## config.mk

```make
export PLATFORM = sky130hd
export DESIGN_NAME = rdam_top
export DESIGN_NICKNAME = d
export VERILOG_FILES = /design/src/rtl/rdam_pkg.sv /design/src/rtl/rdam_dir_gen.sv /design/src/rtl/rdam_store.sv /design/src/rtl/rdam_ret_mux.sv /design/src/rtl/rdam_top.sv
export SDC_FILE = /design/constraint.sdc
export NUM_CORES = 1
export LEC_CHECK = 0
export ABC_CLOCK_PERIOD_IN_PS = 2500
export BUFFER_PORTS_ARGS = -buffer_cell sky130_fd_sc_hd__buf_2
export CELL_PAD_IN_SITES_DETAIL_PLACEMENT = 1
export CELL_PAD_IN_SITES_GLOBAL_PLACEMENT = 1
export CORE_ASPECT_RATIO = 1.25
export CORE_MARGIN = 1
export CORE_UTILIZATION = 43
export CTS_BUF_LIST = sky130_fd_sc_hd__clkbuf_4 sky130_fd_sc_hd__clkbuf_8
export CTS_CLUSTER_DIAMETER = 100
export DETAILED_ROUTE_END_ITERATION = 6
export GPL_ROUTABILITY_DRIVEN = 0
export MAX_ROUTING_LAYER = met4
export PLACE_DENSITY = 0.68
export SKIP_LAST_GASP = 1
export SYNTH_ARGS = -nofsm -noshare
export SYNTH_HDL_FRONTEND = slang
export SYNTH_SLANG_ARGS = --single-unit
```

## constraint.sdc

```tcl
create_clock -name clk -period 2.5 [get_ports clk]
set_input_delay 0.25 -clock clk [delete_from_list [all_inputs] [get_ports clk]]
set_output_delay 0.25 -clock clk [all_outputs]
set_load 0.05 [all_outputs]
```

## src/rtl/rdam_pkg.sv

```systemverilog
package rdam_pkg;

    localparam int DIR_STATE_W = 16;

    typedef enum logic [1:0] {
        RET_CONST     = 2'd0,
        RET_ECHO      = 2'd1,
        RET_PRIOR     = 2'd2,
        RET_PRIOR_ALT = 2'd3
    } ret_policy_e;

    typedef enum logic {
        DIR_READ  = 1'b0,
        DIR_WRITE = 1'b1
    } dir_e;

    // Maximal-length polynomial x^16 + x^14 + x^13 + x^11 + 1
    function automatic logic [DIR_STATE_W-1:0] dir_step(input logic [DIR_STATE_W-1:0] s);
        return {s[DIR_STATE_W-2:0], s[15] ^ s[13] ^ s[12] ^ s[10]};
    endfunction

endpackage

```

## src/rtl/rdam_dir_gen.sv

```systemverilog
module rdam_dir_gen
    import rdam_pkg::*;
#(
    parameter logic [DIR_STATE_W-1:0] SEED = 16'hACE1
) (
    input  logic                   clk,
    input  logic                   rst,
    input  logic                   adv,
    output dir_e                   dir_o,
    output logic [DIR_STATE_W-1:0] state_o
);
    localparam logic [DIR_STATE_W-1:0] LOAD = (SEED == '0) ? 16'h0001 : SEED;

    logic [DIR_STATE_W-1:0] state_q;

    always_ff @(posedge clk) begin
        if (rst) begin
            state_q <= LOAD;
        end else if (adv) begin
            state_q <= dir_step(state_q);
        end
    end

    assign dir_o   = state_q[0] ? DIR_WRITE : DIR_READ;
    assign state_o = state_q;
endmodule

```

## src/rtl/rdam_store.sv

```systemverilog
module rdam_store #(
    parameter int ADDR_W = 4,
    parameter int DATA_W = 8
) (
    input  logic              clk,
    input  logic              rst,
    input  logic              we,
    input  logic [ADDR_W-1:0] addr,
    input  logic [DATA_W-1:0] wdata,
    output logic [DATA_W-1:0] cur_o
);
    localparam int DEPTH = 1 << ADDR_W;

    logic [DATA_W-1:0] cells_q [DEPTH];

    always_ff @(posedge clk) begin
        if (rst) begin
            for (int i = 0; i < DEPTH; i++) begin
                cells_q[i] <= '0;
            end
        end else if (we) begin
            cells_q[addr] <= wdata;
        end
    end

    assign cur_o = cells_q[addr];
endmodule

```

## src/rtl/rdam_ret_mux.sv

```systemverilog
module rdam_ret_mux
    import rdam_pkg::*;
#(
    parameter int                DATA_W   = 8,
    parameter logic [DATA_W-1:0] WR_CONST = '0
) (
    input  dir_e              dir,
    input  ret_policy_e       policy,
    input  logic [DATA_W-1:0] cur,
    input  logic [DATA_W-1:0] wdata,
    output logic [DATA_W-1:0] ret_o
);
    always_comb begin
        ret_o = cur;
        if (dir == DIR_WRITE) begin
            unique case (policy)
                RET_CONST:               ret_o = WR_CONST;
                RET_ECHO:                ret_o = wdata;
                RET_PRIOR, RET_PRIOR_ALT: ret_o = cur;
            endcase
        end
    end
endmodule

```

## src/rtl/rdam_top.sv

```systemverilog
module rdam_top
    import rdam_pkg::*;
#(
    parameter int                     ADDR_W   = 4,
    parameter int                     DATA_W   = 8,
    parameter logic [DIR_STATE_W-1:0] SEED     = 16'hACE1,
    parameter logic [DATA_W-1:0]      WR_CONST = '0
) (
    input  logic              clk,
    input  logic              rst,
    input  logic              acc_vld,
    input  logic [ADDR_W-1:0] acc_addr,
    input  logic [DATA_W-1:0] acc_wdata,
    input  logic [1:0]        ret_policy,
    output logic              rsp_vld,
    output logic [DATA_W-1:0] rsp_data,
    output logic              rsp_wrote
);
    dir_e                   dir_now;
    logic [DIR_STATE_W-1:0] dir_state;
    logic [DATA_W-1:0]      cur_word;
    logic [DATA_W-1:0]      ret_word;
    logic                   do_write;

    rdam_dir_gen #(.SEED(SEED)) u_dir (
        .clk     (clk),
        .rst     (rst),
        .adv     (acc_vld),
        .dir_o   (dir_now),
        .state_o (dir_state)
    );

    assign do_write = acc_vld && (dir_now == DIR_WRITE);

    rdam_store #(.ADDR_W(ADDR_W), .DATA_W(DATA_W)) u_store (
        .clk   (clk),
        .rst   (rst),
        .we    (do_write),
        .addr  (acc_addr),
        .wdata (acc_wdata),
        .cur_o (cur_word)
    );

    rdam_ret_mux #(.DATA_W(DATA_W), .WR_CONST(WR_CONST)) u_mux (
        .dir    (dir_now),
        .policy (ret_policy_e'(ret_policy)),
        .cur    (cur_word),
        .wdata  (acc_wdata),
        .ret_o  (ret_word)
    );

    always_ff @(posedge clk) begin
        if (rst) begin
            rsp_vld   <= 1'b0;
            rsp_data  <= '0;
            rsp_wrote <= 1'b0;
        end else begin
            rsp_vld <= acc_vld;
            if (acc_vld) begin
                rsp_data  <= ret_word;
                rsp_wrote <= (dir_now == DIR_WRITE);
            end
        end
    end
endmodule

```

# Word-level counts from Yosys, hierarchy flattened
# Memories as Yosys holds them, arrays and structs flattened.
# Cells that the tools add are included.
# totals
regBits,26
mem_bits_rw,128
elab_cells,26
n_memories,1
# classes
eq_ne,3
mux,11
n_bitwise,3
reduce_logical,4
# mem_list
name,depth,word_bits,rd,rd_clocked_by_memory_dff,wr,line_no,text
u_store.cells_q,16,8,1,0,16,rdam_store.sv:14,logic [DATA_W-1:0] cells_q [DEPTH];
# op_table
op,count
case mux 8 bit (3 select lines),1
two-way mux 8 bit,2
OR reduction 8 bit,1
two-way mux 1 bit,7
"equality test 2 bit, second input constant",2
two-way mux 4 bit,1
XOR 1 bit,3
"equality test 2 x 1 -> 1 bit, second input constant",1
logical NOT 2 bit,1
OR reduction 2 bit,1
logical AND 1 bit,1

# Logic depth before layout (Yosys ltp)
# depth
word_depth,7
depth_mapped,7

# Hierarchy
# Synthesis repeated with hierarchy kept, for this count alone.
# unflattened
hier_cells,491
hier_area_um2,7030.5
# by_module_without_submodules
mod,n_inst,cells_per_inst,area_per_inst_um2,seq_area_each_um2
rdam_store,1,376,5880.6,3843.7
rdam_dir_gen,1,56,626.9,320.3
rdam_top,1,32,352.8,200.2
rdam_ret_mux,1,27,170.2,0.0

# Worst setup path before layout
# Ideal clock, no wire load.
# synth_path
path_kind,input -> register
from,in rst
to,mem u_store.cells_q[14][0] (enable)
arrival_ns,1.299
required_time_ns,2.191
slack_ns,0.892
path_stages,5
path_buffers,1
path_cell_list,buf_2 and3b_1 nand3b_1 nor2_1 or2_2
# synth_rtl
element,line_no,text
start: declaration,rdam_top.sv:10,"input logic rst,"
end: declaration,rdam_store.sv:14,

==> results.cfg <==
[sta]
hold_viol_final = 0
period_share_pct = 76.9
timing.setup.tns_ps = 0
setup_viol = 0
clock_skew_ps = 10.2
rsz0062_at_grt = no
whs_ps = 296
worst_pin_slew_ps = 536
fin_crit_ps = 1920
max_freq_mhz = 520
drv_slew = 0
relSlewSlack_pct = 64.3

[clock_tree]
clockBufferDepth = 2
cts-root-buf = clkbuf_8
cts_buffers = 17
clk_latency_ps = 460
cts_resized = 0
postCtsSetupBuffers = 0
path_clk_slew_ps = 80
cts.sinks = 153
cts_tree = done
cts_hold_buf = 0
ctsHtreeMaxLevel = 4

[floorplanning]
start_util_pct = 43.8
die_h_um = 145
die_area_um2 = 16900
dieWidth_um = 117
rows = 52
top_level_ports = 27
core-area_um2 = 16100

[global_route]
track_usage_pct = 23.7
antenna_found_initial = 0
grt_pass1_wl_um = 27500
grt_max_degree = 37
first_global_vias = 4609
overflow = 0

[cells_and_area]
drive_above_1_share_pct = 19.0
num_antenna_cells = 0
syn_to_final_growth_pct = 11.3
layout.nets = 592
fill_cells = 1709

[power_and_ir_drop]
powerDensity_nw_per_um2 = 692
vdd_drop_max_uv = 358
p_leak_uw = 0.00303

[drt]
num_vias = 4360
ant_nets = 0
vias_per_cell = 5.42
wl_um = 18100
dr.pass1.iters = 4
wl_per_cell_um = 22.5
drc = 0
first_iter_violations = 226

[synthesis]
ys.flop_type = edfxtp_1
ys_warn_count = 0
synth-seq-cells = 153
syn-instance-count = 544
synth.area.top_cells = edfxtp_1, and2_1, dfxtp_1
yosysMostFrequentCell = and2_1
synth_largest_area_cell = edfxtp_1
synth_edf_count = 128
synth_seq_area_share_pct = 61.5
ys_types = 41
synthTopCellsByCount = and2_1, edfxtp_1, mux2i_1
syn_area_um2 = 7060
syn-num-nets = 561
netlist.area_leader.share_pct = 54.4
synthArstFlopShare_pct = 0
synth.avg_cell_area_um2 = 13.0

[setup_path]
critPathCaptureType = flip-flop
endpoint = u_store.cells_q[9][0]
startpoint = u_dir.state_o[0]
path_max_fanout = 9
timing.rr.end = u_store.cells_q[9][0]
cp.arrival_ps = 2070
critPathKind = reg -> reg
startpoint_type = flip-flop
rrSetupSlack_ps = 580
r2r_cells = 4
required_ps = 2650
r2r-start = u_dir.state_o[0]

[place]
dp_hpwl_um = 12700
placement.io_buffers = 26

[job]
maxCapViolCount = 0

[worst_hold_path]
hold_class = in -> reg

[status]
status = finished, final reports clean
[report_power, final]
group / total [µW] / leakage [µW] / internal, µW / switching [µW]
combinational: 500 / 0.00129 / 167 / 333
sequential: 2920 / 0.00153 / 2870 / 57.7
clock: 2010 / 0.000212 / 1090 / 928
[worst min-delay path by stage]
stage	startpoint	endpoint	slack, ps	depth (start not counted)
4_1_cts	ret_policy[0]	rsp_data[2]	270	5
6_report	ret_policy[0]	rsp_data[2]	300	5
3_5_place_dp	u_dir.state_o[14]	u_dir.state_o[15]	460	1
5_1_grt	ret_policy[0]	rsp_data[0]	330	5
3_3_place_gp	u_dir.state_o[6]	u_dir.state_o[7]	450	1
2_1_floorplan	u_dir.state_o[5]	u_dir.state_o[6]	430	1
[final cells by class]
type | instances | area (µm²) | area share [%]
Inverter | 1 | 3.75 | 0.0478
Clock buffer | 18 | 241 | 3.07
Tap cell | 216 | 270 | 3.44
Sequential cell | 153 | 4340 | 55.3
Timing Repair Buffer | 48 | 295 | 3.76
Multi-Input combinational cell | 354 | 2520 | 32.1
Clock inverter | 14 | 180 | 2.29
[stage by stage]
stage | setup slack [ps] | power [µW] | instance area (µm²) | util (%) | std cells
4_1_cts | 565 | 5490 | 7860 | 48.7 | 804
3_3_place_gp | 509 | 3470 | 7440 | 46.1 | 772
5_1_grt | 449 | 5620 | 7860 | 48.7 | 804
6_report | 576 | 5440 | 7860 | 48.7 | 804
3_5_place_dp | 471 | 3480 | 7440 | 46.1 | 772
2_1_floorplan | 892 | 3300 | 7060 | - | 544
[registers in the layout, summed over array words and instances, names as in the netlist]
register	count
rsp_vld	1
u_store.cells_q	128
u_dir.state_o	16
rsp_data	8
[kinds of logic (layout without fill, tap and decap cells)]
| family | after synthesis | count (layout) | share of synthesized area, % |
|---|---|---|---|
| and+or+nand+nor | 223 | 223 | 18.6 |
| DFF | 153 | 153 | 61.5 |
| AOI/OAI and AO/OA | 66 | 66 | 6.03 |
| muxes | 62 | 62 | 10.8 |
| buffers and inverters | 37 | 81 | 2.75 |
| xor gates and xnor gates | 3 | 3 | 0.372 |
[cells in the final DEF (no fill, tap or decap), types with 16 or more instances in the layout]
master,count
buf_2,26
mux2i_1,49
a21oi_1,25
dfxtp_1,25
or2_2,17
nor2_1,25
edfxtp_1,128
and2_1,129
nand2_1,16
buf_4,22
clkbuf_8,17
[worst max-delay path, cell delays in order (launching register included)]
cell	delay, ps
dfxtp_1	380
and3b_1	270
nand2_1	180
nor2_1	460
or2_2	320
[per-layer routing]
metal | global-route usage (%) | part of all wire [%] | up-vias
li1 | - | - | 2027
met1 | 28.2 | 41 | 2205
met2 | 38.5 | 51 | 99
met4 | 10.8 | 3.0 | 0
met3 | 4.72 | 4.5 | 29
met5 | - | 0 | -
(Power assumes the default switching activity.)
